## src/rtl/cp_pkg.sv

```systemverilog
package cp_pkg;

   typedef enum logic [1:0] {
      SEL_VOL_L = 2'b00,
      SEL_DAC   = 2'b01,
      SEL_VOL_R = 2'b10,
      SEL_PLL   = 2'b11
   } cp_sel_e;

   // Field order from MSB matches word bits 11:2
   typedef struct packed {
      logic [1:0] interp;
      logic [1:0] width;
      logic       phase_inv;
      logic       soft_mute;
      logic [1:0] format;
      logic [1:0] deemph;
   } dac_cfg_t;

   typedef struct packed {
      logic       pll2_off;
      logic       pll1_off;
      logic       xtal_off;
      logic       ref_half;
      logic [1:0] rate;
      logic       aclk_x384;
      logic       aclk_dbl;
      logic       dspclk_rate;
      logic       mclk_is_in;
   } pll_cfg_t;

   localparam int          CFG_W       = $bits(dac_cfg_t);
   localparam logic [1:0]  INTERP_RSVD = 2'b11;
   localparam logic [1:0]  RATE_RSVD   = 2'b01;

endpackage

```

## src/rtl/cp_sync.sv

```systemverilog
module cp_sync #(
   parameter int STAGES = 2
) (
   input  logic clk,
   input  logic rst_n,
   input  logic d,
   output logic q
);
   if (STAGES < 2) begin : g_bad_stages
      $error("cp_sync: STAGES must be at least 2");
   end

   logic [STAGES-1:0] chain;

   always_ff @(posedge clk or negedge rst_n) begin
      if (!rst_n) chain <= '0;
      else        chain <= {chain[STAGES-2:0], d};
   end

   assign q = chain[STAGES-1];
endmodule

```

## src/rtl/cp_shift_rx.sv

```systemverilog
module cp_shift_rx #(
   parameter int WORD_W = 16
) (
   input  logic              clk,
   input  logic              rst_n,
   input  logic              sclk_s,
   input  logic              sdat_s,
   input  logic              slat_s,
   output logic [WORD_W-1:0] word_o,
   output logic              wr_vld_o
);
   localparam int              CNT_W   = $clog2(WORD_W + 2);
   localparam logic [CNT_W-1:0] CNT_FULL = CNT_W'(WORD_W);
   localparam logic [CNT_W-1:0] CNT_SAT  = CNT_W'(WORD_W + 1);

   logic [WORD_W-1:0] shreg;
   logic [CNT_W-1:0]  bit_cnt;
   logic              sclk_q;
   logic              slat_q;
   logic              sclk_rise;
   logic              slat_rise;

   assign sclk_rise = sclk_s & ~sclk_q;
   assign slat_rise = slat_s & ~slat_q;

   always_ff @(posedge clk or negedge rst_n) begin
      if (!rst_n) begin
         shreg    <= '0;
         bit_cnt  <= '0;
         sclk_q   <= 1'b0;
         slat_q   <= 1'b1;
         word_o   <= '0;
         wr_vld_o <= 1'b0;
      end else begin
         sclk_q   <= sclk_s;
         slat_q   <= slat_s;
         wr_vld_o <= 1'b0;
         if (slat_s) begin
            bit_cnt <= '0;
            if (slat_rise && bit_cnt == CNT_FULL) begin
               word_o   <= shreg;
               wr_vld_o <= 1'b1;
            end
         end else if (sclk_rise) begin
            shreg <= {shreg[WORD_W-2:0], sdat_s};
            if (bit_cnt != CNT_SAT) bit_cnt <= bit_cnt + 1'b1;
         end
      end
   end

   // counter saturates, never wraps back to a valid count
   a_r3_cnt_bounded : assert property (@(posedge clk) disable iff (!rst_n)
      bit_cnt <= CNT_SAT);

   // a handed-over word always leaves an empty counter behind
   a_r2_cnt_cleared : assert property (@(posedge clk) disable iff (!rst_n)
      wr_vld_o |-> bit_cnt == '0);

   // no shifting while the latch stays high
   a_r10_no_shift : assert property (@(posedge clk) disable iff (!rst_n)
      (slat_s && slat_q) |=> $stable(shreg));
endmodule

```

## src/rtl/cp_reg_bank.sv

```systemverilog
module cp_reg_bank
   import cp_pkg::*;
#(
   parameter int              WORD_W  = 16,
   parameter int              VOL_W   = 14,
   parameter int              N_CHAN  = 2,
   parameter logic [VOL_W-1:0] VOL_DEF = '1
) (
   input  logic              clk,
   input  logic              rst_n,
   input  logic              wr_vld,
   input  logic [WORD_W-1:0] word,
   output logic [VOL_W-1:0]  vol [N_CHAN],
   output dac_cfg_t          dac_q,
   output pll_cfg_t          pll_q
);
   localparam int SEL_W = 2;

   cp_sel_e     sel;
   logic [3:0]  wr_sel;
   dac_cfg_t    dac_new;
   pll_cfg_t    pll_new;
   dac_cfg_t    dac_nxt;
   pll_cfg_t    pll_nxt;

   assign sel     = cp_sel_e'(word[SEL_W-1:0]);
   assign dac_new = dac_cfg_t'(word[SEL_W+CFG_W-1:SEL_W]);
   assign pll_new = pll_cfg_t'(word[SEL_W+CFG_W-1:SEL_W]);

   always_comb begin
      wr_sel = '0;
      if (wr_vld) wr_sel[sel] = 1'b1;
   end

   always_comb begin
      dac_nxt = dac_new;
      if (dac_new.interp == INTERP_RSVD) dac_nxt.interp = dac_q.interp;
      pll_nxt = pll_new;
      if (pll_new.rate == RATE_RSVD) pll_nxt.rate = pll_q.rate;
   end

   // Volume channel c answers select code {c, 0}
   for (genvar c = 0; c < N_CHAN; c++) begin : g_vol
      localparam int SEL_IDX = c * 2;
      always_ff @(posedge clk or negedge rst_n) begin
         if (!rst_n)              vol[c] <= VOL_DEF;
         else if (wr_sel[SEL_IDX]) vol[c] <= word[WORD_W-1:WORD_W-VOL_W];
      end
   end

   always_ff @(posedge clk or negedge rst_n) begin
      if (!rst_n) begin
         dac_q <= '0;
         pll_q <= '0;
      end else begin
         if (wr_sel[SEL_DAC]) dac_q <= dac_nxt;
         if (wr_sel[SEL_PLL]) pll_q <= pll_nxt;
      end
   end

   // at most one register selected for a write
   a_r4_one_target : assert property (@(posedge clk) disable iff (!rst_n)
      $onehot0(wr_sel));

   // no write, no change
   a_r3_idle_stable : assert property (@(posedge clk) disable iff (!rst_n)
      !wr_vld |=> ($stable(dac_q) && $stable(pll_q) && $stable(vol[0]) && $stable(vol[N_CHAN-1])));

   // reserved interpolation code never reaches the output
   a_r7_interp_legal : assert property (@(posedge clk) disable iff (!rst_n)
      dac_q.interp != INTERP_RSVD);

   // reserved rate code never reaches the output
   a_r9_rate_legal : assert property (@(posedge clk) disable iff (!rst_n)
      pll_q.rate != RATE_RSVD);
endmodule

```

## src/rtl/ctl_spi_port.sv

```systemverilog
module ctl_spi_port
   import cp_pkg::*;
#(
   parameter int WORD_W      = 16,
   parameter int VOL_W       = 14,
   parameter int SYNC_STAGES = 2
) (
   input  logic             clk,
   input  logic             rst_n,
   input  logic             ser_clk,
   input  logic             ser_dat,
   input  logic             ser_lat,
   output logic [VOL_W-1:0] vol_left,
   output logic [VOL_W-1:0] vol_right,
   output logic [1:0]       dac_interp,
   output logic [1:0]       dac_width,
   output logic             dac_phase_inv,
   output logic             dac_soft_mute,
   output logic [1:0]       dac_format,
   output logic [1:0]       dac_deemph,
   output logic             pll2_off,
   output logic             pll1_off,
   output logic             xtal_off,
   output logic             ref_half,
   output logic [1:0]       pll_rate,
   output logic             aclk_x384,
   output logic             aclk_dbl,
   output logic             dspclk_rate,
   output logic             mclk_is_in
);
   localparam int N_PIN  = 3;
   localparam int N_CHAN = 2;

   if (WORD_W != VOL_W + 2) begin : g_bad_vol
      $error("ctl_spi_port: VOL_W must fill the word above the select bits");
   end
   if (WORD_W < CFG_W + 2) begin : g_bad_word
      $error("ctl_spi_port: WORD_W too small for the config fields");
   end

   logic [N_PIN-1:0] pin_raw;
   logic [N_PIN-1:0] pin_s;

   assign pin_raw = {ser_lat, ser_dat, ser_clk};

   for (genvar i = 0; i < N_PIN; i++) begin : g_sync
      cp_sync #(.STAGES(SYNC_STAGES)) u_sync (
         .clk   (clk),
         .rst_n (rst_n),
         .d     (pin_raw[i]),
         .q     (pin_s[i])
      );
   end

   logic [WORD_W-1:0] word;
   logic              wr_vld;

   cp_shift_rx #(.WORD_W(WORD_W)) u_rx (
      .clk      (clk),
      .rst_n    (rst_n),
      .sclk_s   (pin_s[0]),
      .sdat_s   (pin_s[1]),
      .slat_s   (pin_s[2]),
      .word_o   (word),
      .wr_vld_o (wr_vld)
   );

   logic [VOL_W-1:0] vol [N_CHAN];
   dac_cfg_t         dac_q;
   pll_cfg_t         pll_q;

   cp_reg_bank #(
      .WORD_W (WORD_W),
      .VOL_W  (VOL_W),
      .N_CHAN (N_CHAN)
   ) u_bank (
      .clk    (clk),
      .rst_n  (rst_n),
      .wr_vld (wr_vld),
      .word   (word),
      .vol    (vol),
      .dac_q  (dac_q),
      .pll_q  (pll_q)
   );

   assign vol_left      = vol[0];
   assign vol_right     = vol[1];
   assign dac_interp    = dac_q.interp;
   assign dac_width     = dac_q.width;
   assign dac_phase_inv = dac_q.phase_inv;
   assign dac_soft_mute = dac_q.soft_mute;
   assign dac_format    = dac_q.format;
   assign dac_deemph    = dac_q.deemph;
   assign pll2_off      = pll_q.pll2_off;
   assign pll1_off      = pll_q.pll1_off;
   assign xtal_off      = pll_q.xtal_off;
   assign ref_half      = pll_q.ref_half;
   assign pll_rate      = pll_q.rate;
   assign aclk_x384     = pll_q.aclk_x384;
   assign aclk_dbl      = pll_q.aclk_dbl;
   assign dspclk_rate   = pll_q.dspclk_rate;
   assign mclk_is_in    = pll_q.mclk_is_in;
endmodule

```

## config.mk

```make
export PLATFORM = sky130hd
export DESIGN_NAME = ctl_spi_port
export DESIGN_NICKNAME = d
export VERILOG_FILES = /design/src/rtl/cp_pkg.sv /design/src/rtl/cp_sync.sv /design/src/rtl/cp_shift_rx.sv /design/src/rtl/cp_reg_bank.sv /design/src/rtl/ctl_spi_port.sv
export SDC_FILE = /design/constraint.sdc
export NUM_CORES = 1
export LEC_CHECK = 0
export ABC_AREA = 1
export BUFFER_PORTS_ARGS = -buffer_cell sky130_fd_sc_hd__buf_2
export CORE_MARGIN = 5
export CORE_UTILIZATION = 61
export DETAILED_ROUTE_END_ITERATION = 7
export PLACE_DENSITY = 0.84
export SLEW_MARGIN = 40
export SYNTH_ARGS = -nofsm -noshare
export SYNTH_HDL_FRONTEND = slang
export SYNTH_HIERARCHICAL = 1
export SYNTH_SLANG_ARGS = --single-unit
export TNS_END_PERCENT = 50
```

## constraint.sdc

```tcl
create_clock -name clk -period 4.62 [get_ports clk]
set_clock_uncertainty 0.1 [all_clocks]
set_input_delay 0 -clock clk [delete_from_list [all_inputs] [get_ports clk]]
set_output_delay 0 -clock clk [all_outputs]
set_load 0.02 [all_outputs]
```

======== Yosys cells after proc, flatten, opt, wreduce, memory -nomap -nowiden ========
Index checks and enable logic that the tools add are counted.
word-level totals
  bits in registers ....................... 94
  input bits .............................. 5
  output and inout bits ................... 48
operators by class
  $add $sub $neg .......................... 1
  $lt $le $gt $ge ......................... 2
  equality and inequality tests ........... 4
  multiplexer cells ....................... 8
  bitwise logic cells ..................... 7
  reductions and logical operators ........ 9
operator list
  cell                                                                count
  2-to-1 mux 5 bit                                                    3
  AND reduction 2 bit                                                 5
  adder 5 x 1 -> 5 bit (second input constant)                        1
  == test 5 bit (second input constant)                               1
  inequality test 5 bit (second input constant)                       1
  inverter 1 bit                                                      5
  2-to-1 mux 4 bit                                                    1
  nonzero test 2 bit                                                  2
  less-than comparator 2 x 3 -> 1 bit (second input constant)         1
  2-to-1 mux 1 bit                                                    3
  bitwise AND 1 bit                                                   2
  demux 1 bit (select 2 bit)                                          1
  == test 2 x 1 -> 1 bit (second input constant)                      1
  == test 2 bit (second input constant)                               1
  greater-or-equal comparator 2 x 1 -> 1 bit (second input constant)  1
  logical AND 1 bit                                                   2

======== Logic depth before layout (Yosys ltp) ========
Gate-level depths: netlist (run 1).
  depth in word-level cells ............... 6
  mapped depth ............................ 8
  depth with buffers taken out ............ 8

======== Hierarchy ========
Netlist (run 1), hierarchy kept.
by module, submodules not included
  module       instances  cells an instance  area an instance (µm²)
  cp_reg_bank  1          183                1943.1
  cp_shift_rx  1          176                1684.1
  cp_sync      3          2                  50.0

======== Worst setup path before layout (run 1) ========
No wires, ideal clock.
  path kind ............................... register -> register
  start ................................... register u_rx.bit_cnt[0]
  end ..................................... register u_rx.word_o[12]
  arrival time ............................ 1.338 ns
  data required time ...................... 4.403 ns
  slack ................................... 3.065 ns
  cell stages (with the launch flop) ...... 9
  path buffers ............................ 1
  period minus slack after synthesis ...... 1.555 ns
  cells stage by stage .................... dfrtp_1 -> inv_1 -> ha_1 -> nand2_2 -> nor3_4 -> nand2_4 -> buf_6 -> nand2_1 -> o21ai_2
between the ends
  cells in the longest elaborated chain, start to end .. 3
RTL lines
  element                        line               RTL
  start, declared                cp_shift_rx.sv:17  logic [CNT_W-1:0] bit_cnt;
  start signal, assigned         cp_shift_rx.sv:46  if (bit_cnt != CNT_SAT) bit_cnt <= bit_cnt + 1'b1;
  == test 5 bit                  cp_shift_rx.sv:40  if (slat_rise && bit_cnt == CNT_FULL) begin
  logical AND 1 bit              cp_shift_rx.sv:40
  AND reduction 2 bit (no line)  --
  end signal, assigned           cp_shift_rx.sv:41  word_o <= shreg;
  end, declared                  cp_shift_rx.sv:9   output logic [WORD_W-1:0] word_o,
Every way passes these cells.
A chain may end at the register's enable or synchronous reset.

======== Worst setup path in the final report (run 1) ========
  start ................................... register g_sync[2].u_sync.chain[1]
  end ..................................... register u_rx.shreg[7]
between the ends
  cells in the longest elaborated chain, start to end .. 2
RTL lines
  element                        line               RTL
  start, declared                cp_sync.sv:13      logic [STAGES-1:0] chain;
  start signal, assigned         cp_sync.sv:17      else chain <= {chain[STAGES-2:0], d};
  inverter 1 bit (no line)       --
  AND reduction 2 bit (no line)  --
  end signal, assigned           cp_shift_rx.sv:45  shreg <= {shreg[WORD_W-2:0], sdat_s};
  end, declared                  cp_shift_rx.sv:16  logic [WORD_W-1:0] shreg;
Every way passes these cells.

==> results of run 1 <==
## placed cells by master, fill, tap and decap left out, types with 2 or more instances in the layout
cell	synthesis	layout
nand2_1	118	118
dfrtp_1	65	65
buf_2	2	51
inv_1	31	31
dfstp_2	29	29
o21ai_0	25	25
o21ai_2	22	22
nand3_1	22	22
o21ai_1	18	18
clkbuf_8	0	9
dlygate4sd3_1	0	4
nor2_1	4	4
ha_1	3	3
inv_6	0	2
buf_4	1	2
nand2_4	2	2
nor2_4	2	2
nand4_1	2	2
## where the power goes
| part | switching [mW] | internal [mW] | leakage, nW |
|---|---|---|---|
| Clock | 0.282 | 0.288 | 0.106 |
| Combinational | 0.0586 | 0.0260 | 0.815 |
| Sequential | 0.0285 | 0.861 | 1.18 |
| Total | 0.369 | 1.17 | 2.10 |
## critical path, delay by kind of cell, from the launching register on
kind                   cells  cell delay [ns]
AO/OA/AOI/OAI              1             0.06
buffers and inverters      1             0.37
flip-flops                 1             0.39
AND/OR/NAND/NOR            2             0.78
## final cells by class
class / instances / share of cell area (%)
Clock buffer: 11 / 3.56
Clock inverter: 5 / 1.49
Multi-Input combinational cell: 227 / 27.2
Timing Repair Buffer: 57 / 7.23
Tap cell: 75 / 2.19
Inverter: 31 / 2.71
Sequential cell: 94 / 55.7
## registers in the layout, indices dropped and copies added (netlist names)
signal and flops:
u_rx/shreg 16, u_rx/sclk_q 1, u_rx/wr_vld_o 1, u_rx/slat_q 1, u_bank/vol 28, u_bank/pll_q 10
g_sync.u_sync/chain 6, u_rx/bit_cnt 5, u_bank/dac_q 10, u_rx/word_o 16
## cell families after synthesis
group	synth area share, %
AND/OR/NAND/NOR	18.7
buffers and inverters	5.93
flip-flops	63.2
adder cells (fa/ha/maj)	0.994
AO/OA/AOI/OAI	11.1
## Yosys cell counts
cell type | number | area [sq um]
a31oi_1 | 1 | 6.26
dfstp_2 | 29 | 762
o21ai_2 | 22 | 193
nand2_4 | 2 | 22.5
nand3_4 | 1 | 17.5
buf_4 | 1 | 7.51
nand2_2 | 1 | 6.26
o21ai_0 | 25 | 125
buf_6 | 7 | 78.8
a21oi_1 | 1 | 5.00
clkbuf_1 | 3 | 11.3
nand3b_4 | 1 | 20.0
nor2_2 | 1 | 6.26
buf_2 | 2 | 10.0
dfrtp_1 | 65 | 1630
nand2_1 | 118 | 443
inv_1 | 31 | 116
or2_2 | 1 | 6.26
nand3_2 | 1 | 10.0
ha_1 | 3 | 37.5
nand4_1 | 2 | 12.5
o21ai_1 | 18 | 90.1
nand3_1 | 22 | 110
nor2_1 | 4 | 15.0
nor2_4 | 2 | 22.5
nor3_4 | 1 | 16.3
## per-layer routing
layer | GRT usage (%) | part of all wire, %
met5 | 0 | 0
met4 | 8.24 | 1.3
met3 | 4.38 | 5.8
met2 | 33.7 | 50
met1 | 27.3 | 42
## worst min path at each step
| stage | start | end | slack [ns] | cells after the start |
|---|---|---|---|---|
| floorplan | rst_n | g_sync[0].u_sync/chain[0]$_DFF_PN0_ | -0.40 | 0 |
| global placement | rst_n | u_bank/pll_q[0]$_DFFE_PN0P_ | -0.07 | 1 |
| detailed placement | rst_n | u_bank/pll_q[0]$_DFFE_PN0P_ | -0.07 | 1 |
| CTS | rst_n | u_bank/pll_q[0]$_DFFE_PN0P_ | 0.09 | 2 |
| global route | rst_n | u_bank/pll_q[0]$_DFFE_PN0P_ | 0.15 | 2 |
| finish | rst_n | u_bank/pll_q[0]$_DFFE_PN0P_ | 0.10 | 2 |
## stage by stage
stage / cell area [sq um] / setup WS (ns)
6_report: 4290 / 2.78
5_1_grt: 4290 / 2.55
4_1_cts: 4290 / 2.77
3_5_place_dp: 4030 / 2.80
3_3_place_gp: 4030 / 2.89
2_1_floorplan: 3780 / 3.06
## timing repair
item	in CTS	in global routing
hold buffers	4	0
hold endpoints to repair	49	0
setup endpoints to repair	0	0
==> summary.md, run 1 <==
| Metric | Value |
|---|---|
| Period minus WS final | around 1.8 ns |
| Die Footprint | slightly below 8000 sq um |
| Clock transition at the registers of the reported paths | 0.09 ns |
| Worst-case hold slack | 0.104 ns |
| Vias per inst | about 5.4 |
| Filler cell count | ~400 |
| DR iter-0 viols | 213 |
| FF/Latch Area | about 2400 sq um |
| Die Span Y | 88.7 um |
| Relative slew slack | around 56% |
| Critical Path AT | 1.95 ns |
| R2r endpoint | u_rx/shreg[7]$_DFFE_PN0P_ |
| Later-pin clock latency in the skew report | roughly 0.34 ns |
| Critical path class | reg -> reg |
| Vias in the first global route | about 2600 |
| Final setup TNS | 0 ns |
| Seq/Total Area, Yosys | approximately 63% |
| Post-synth cell types | 26 |
| Worst hold path type | in -> async |
| Max stage delay on crit path | 0.53 ns |
| RR Startpoint | g_sync[2].u_sync/chain[1]$_DFF_PN0_ |
| Final wirelength | 7.50 mm |
| Overall Power | 1.54 mW |
| IO buf count | 52 |
| Max-slew violation count | 0 |
| Placed Cells | between 400 and 500 |
| CTS tree | built |
| DR WL/cell | roughly 15 um |
| Largest net degree at the start of global routing | around 50 |
| P&R area growth vs syn | 13.6% |
| Global route overflow | 0 |
| CP Launch Point | g_sync[2].u_sync/chain[1]$_DFF_PN0_ |
| Core area | approximately 6000 sq um |
| Final net count | ~430 |
| Worst-case clock buffer depth | 2 |
| CP required | 4.73 ns |
| Drt first pass iters | 5 |
| Final core area utilization | between 70% and 80% |
| Chip width | roughly 89 um |
| Mapped Cells | between 300 and 400 |
| Post-Layout Cell Count | 500 |
| # IOs | 53 |
| Worst R2R Path Depth | 4 |
| FP Rows | 28 |
| Sink Count | 94 |
| MaxCap Viol Count | 0 |
| CP endpoint | u_rx/shreg[7]$_DFFE_PN0P_ |
| Post-DP HPWL | a little over 5 mm |
| Crit Path Max Fanout | 25 |
| Global-route wire length before repair | ~12 mm |
| Startpoint Class | register |
| Crit path cell chain | inv_1 > nand2_1 > nor2_1 > a21oi_1 |
| # Post-CTS Setup Buffers | 0 |
| Final Hold Vio Count | 0 |
| Final Setup Violations | 0 |
| Area occupied by multi-input gates | about 1200 sq um |
| Routed Antenna Nets | 0 |
| Power per cell area | ~360 nW/um^2 |
| Share of cells above drive strength 1 | between 30 and 40% |
| Via count | ~2700 |
| Final Cycle Share | between 30% and 40% |
| TritonCTS Buffers | 9 |
| CP max stage cell | nand2_1 |
| VDD IR-drop max | around 260 uV |
| Status | finished clean |
| Mapped Nets | between 300 and 400 |
| Initial core utilization | 63.4% |
| Worst setup EP type | register |
| Area of the mapped netlist | approximately 3800 sq um |
| Root Driver | clkbuf_8 |
| Worst slew pin tran | around 0.66 ns |
| Antenna Diode Count | 0 |
| Cts repair resizes | 0 |
| YS warnings | 6 |
| Leak Pwr | 2.10 nW |
| RSZ-0062 raised after global routing | false |
| Max Fclk | ~540 MHz |
| Avg Inst Size Synth | about 10 sq um |
| CTS H-tree lvls | 3 |
| Total GRT Usage | about a fifth |
| Initial antenna violation count | 0 |
| # DRC | 0 |
| Yosys reg bits | 94 |
| GPL Wtd Cong | ~0.82 |
| Worst R2R Setup Slack | between 2 and 3 ns |
Power figures use the tool's default switching activity.
==> inputs of run 2 (changes only) <==
--- a/config.mk
+++ b/config.mk
@@ -5,12 +5,12 @@
 export SDC_FILE = /design/constraint.sdc
 export NUM_CORES = 1
 export LEC_CHECK = 0
-export ABC_AREA = 1
+export ABC_AREA = 0
 export BUFFER_PORTS_ARGS = -buffer_cell sky130_fd_sc_hd__buf_2
 export CORE_MARGIN = 5
-export CORE_UTILIZATION = 61
+export CORE_UTILIZATION = 51
 export DETAILED_ROUTE_END_ITERATION = 7
-export PLACE_DENSITY = 0.84
+export PLACE_DENSITY = 0.75
 export SLEW_MARGIN = 40
 export SYNTH_ARGS = -nofsm -noshare
 export SYNTH_HDL_FRONTEND = slang
==> constraint.sdc (replaced) <==
create_clock -name clk -period 1.6 [get_ports clk]
set_clock_uncertainty 0.1 [all_clocks]
set_input_delay 0 -clock clk [delete_from_list [all_inputs] [get_ports clk]]
set_output_delay 0 -clock clk [all_outputs]
set_load 0.02 [all_outputs]
==> summary.md, run 2 <==
| Metric | Value |
|---|---|
| # Post-CTS Setup Buffers | 0 |
| Initial antenna violation count | 0 |
| CP required | between 1.5 and 2 ns |
| Simple-Gate Fraction of Synth Area | about 5.5% |
| Final net count | 300 |
| Final Cycle Share | between 90 and 100% |
| Most frequent cells in the layout | mux2_2 (68), dfrtp_1 (65), buf_2 (51) |
| Final Hold Vio Count | 0 |
| RR Startpoint | u_rx/bit_cnt[2]$_DFFE_PN0P_ |
| Most frequent cells after synthesis | mux2_2 (68), dfrtp_1 (65), dfstp_2 (29) |
| Critical path class | reg -> reg |
| Post-Synth Adder-Cell Area | roughly 1.0% |
| # IOs | 53 |
| Leak Pwr | around 2.2 nW |
| Avg Inst Size Synth | between 15 and 20 sq um |
| Max stage delay on crit path | between 0.4 and 0.5 ns |
| Regs by FF count | u_bank/vol (28), u_rx/shreg (16), u_rx/word_o (16) |
| FP Rows | 31 |
| Largest net degree at the start of global routing | 40 |
| Filler cell count | 562 |
| CTS tree | built |
| Worst R2R Setup Slack | 0.05 ns |
| Chip width | 94.8 um |
| Count leader, synth | mux2_2 |
| Seq/Total Area, Yosys | around two thirds |
| CTS H-tree lvls | 3 |
| Largest register FFs | 28 |
| Worst setup EP type | register |
| Via count | 2026 |
| Sequential share of power | about three fifths |
| Startpoint Class | register |
| Logic pwr share | ~4.8% |
| Final wirelength | between 6 and 7 mm |
| Max-slew violation count | 0 |
| Clock transition at the registers of the reported paths | around 0.090 ns |
| P&R area growth vs syn | 20.1% |
| Synth area leaders | dfrtp_1 (44%), mux2_2 (21%), dfstp_2 (21%), mux2_4 (3.7%), ha_1 (1.0%) |
| Post-synth cell types | 33 |
| Max Fclk | 647 MHz |
| Initial core utilization | approximately 51% |
| TritonCTS Buffers | 9 |
| YS warnings | 6 |
| EDFF count, synth | 0 |
| Status | finished clean |
| Relative slew slack | about 73% |
| Crit Path Max Fanout | 17 |
| Vias per inst | 5.12 |
| Post-Synth XOR/XNOR Area | 0% |
| Mapped Cells | around 220 |
| Root Driver | clkbuf_8 |
| Worst hold path type | in -> async |
| Net Switching | ~980 uW |
| Commonest non-fill, non-tap cell in the layout | mux2_2 |
| Vias in the first global route | about 2000 |
| CP max stage cell | dfrtp_1 |
| P_int | 3.38 mW |
| Top reg by flops | u_bank/vol |
| CP Launch Point | u_rx/bit_cnt[2]$_DFFE_PN0P_ |
| Crit path cell chain | nor4b_4 > nand3_4 > buf_12 > mux2_4 |
| Sink Count | 94 |
| Global-route wire length before repair | 10.3 mm |
| Leading area contributor after synthesis | dfrtp_1 |
| Drt first pass iters | 4 |
| Final Setup Violations | 0 |
| Clock power share | between 30% and 40% |
| Async set or reset register ratio after synthesis | 100% |
| RSZ-0062 raised after global routing | false |
| Antenna Diode Count | 0 |
| Post-synthesis compound-gate area fraction | between 1.5 and 2% |
| Routed Antenna Nets | 0 |
| Total GRT Usage | approximately 15% |
| Ys flop type | dfrtp_1 |
| Sw Share | between 20% and 30% |
| IO buf count | 52 |
| Die Span Y | between 90 and 100 um |
| Yosys reg bits | 94 |
| # DRC | 0 |
| Critical Path AT | 1.68 ns |
| VDD IR-drop max | between 400 and 500 uV |
| DR WL/cell | around 16 um |
| Yosys top cell area share | between 40% and 50% |
| DR iter-0 viols | 57 |
| Main combinational cell family by area after synthesis | multiplexers |
| Die Footprint | roughly 9000 sq um |
| Period minus WS final | around 1.5 ns |
| Final setup TNS | 0 ns |
| Share of cells above drive strength 1 | 65.3% |
| Area of the mapped netlist | between 3000 and 4000 sq um |
| Post-DP HPWL | around 4.4 mm |
| Core area | 7140 sq um |
| GPL Wtd Cong | a little under 0.7 |
| Mapped Nets | ~230 |
| Worst-case hold slack | 0.00890 ns |
| Mux cell area share after synthesis | between 20% and 30% |
| Power per cell area | between 900 and 1000 nW/um^2 |
| MaxCap Viol Count | 0 |
| Worst slew pin tran | 0.408 ns |
| Later-pin clock latency in the skew report | between 0.3 and 0.4 ns |
| Global route overflow | 0 |
| Worst-case clock buffer depth | 2 |
## run 2: power groups by stage
| stage | Clock, mW | Combinational, mW | Sequential (mW) |
|---|---|---|---|
| finish | 1.58 | 0.210 | 2.57 |
| global route | 1.74 | 0.238 | 2.58 |
| CTS | 1.62 | 0.217 | 2.57 |
| detailed placement | 0 | 0.209 | 2.61 |
| global placement | 0 | 0.198 | 2.60 |
| floorplan | 0 | 0.123 | 2.58 |
## run 2: layout make-up
cell class	instances	area, sq um	area share [%]
sequential	94	2390	54.2
tap	99	124	2.81
inverter	3	11.3	0.256
timing repair buffer	69	450	10.2
clock buffer	10	138	3.13
clock inverter	6	70.1	1.59
multi-input combinational	115	1220	27.7
## run 2: timing repair
| action | CTS | global route |
|---|---|---|
| hold endpoints to repair | 69 | 0 |
| hold buffers | 4 | 0 |
| resized for setup | 0 | 1 |
| endpoints found under the setup margin | 0 | 7 |
## run 2: path summary, 6_finish.rpt
kind	cells past startpoint	end
max in group asynchronous	3	u_bank/vol[13]$_DFFE_PN1P_
worst max-delay path	4	u_rx/word_o[7]$_DFFE_PN0P_
worst min-delay path	2	u_rx/word_o[8]$_DFFE_PN0P_
min in group clk	2	g_sync[1].u_sync/chain[0]$_DFF_PN0_
worst min register to register	0	g_sync[0].u_sync/chain[1]$_DFF_PN0_
worst max register to register	4	u_rx/word_o[7]$_DFFE_PN0P_
## run 2: kinds of logic after synthesis
logic type                 after synthesis
and+or+nand+nor                         24
DFF                                     94
adders and majority gates                3
muxes                                   78
buffers and inverters                    9
AOI/OAI and AO/OA                       10
## run 2: critical path: cells and delay by family (launching register included)
family | cells | cell delay [ns]
AND/OR/NAND/NOR | 2 | 0.44
flip-flops | 1 | 0.42
multiplexers | 1 | 0.30
buffers and inverters | 1 | 0.17
## run 2: stage by stage
| step | util (%) | worst slack [ns] | area (sq um) | power [mW] | std cells |
|---|---|---|---|---|---|
| floorplan | - | 0.0177 | 3670 | 2.71 | 218 |
| global placement | 58.2 | 0.106 | 4150 | 2.80 | 376 |
| detailed placement | 58.2 | 0.0518 | 4150 | 2.82 | 376 |
| CTS | 61.7 | 0.0394 | 4400 | 4.41 | 396 |
| global route | 61.7 | 0.000680 | 4400 | 4.57 | 396 |
| finish | 61.7 | 0.0549 | 4400 | 4.36 | 396 |
## run 2: layer usage
layer	global-route usage (%)	wire length (um)	up-vias
met5	0	0	-
met4	5.41	64	0
met3	5.42	308	6
met2	23.0	2980	46
met1	20.6	2780	1041
li1	-	-	933
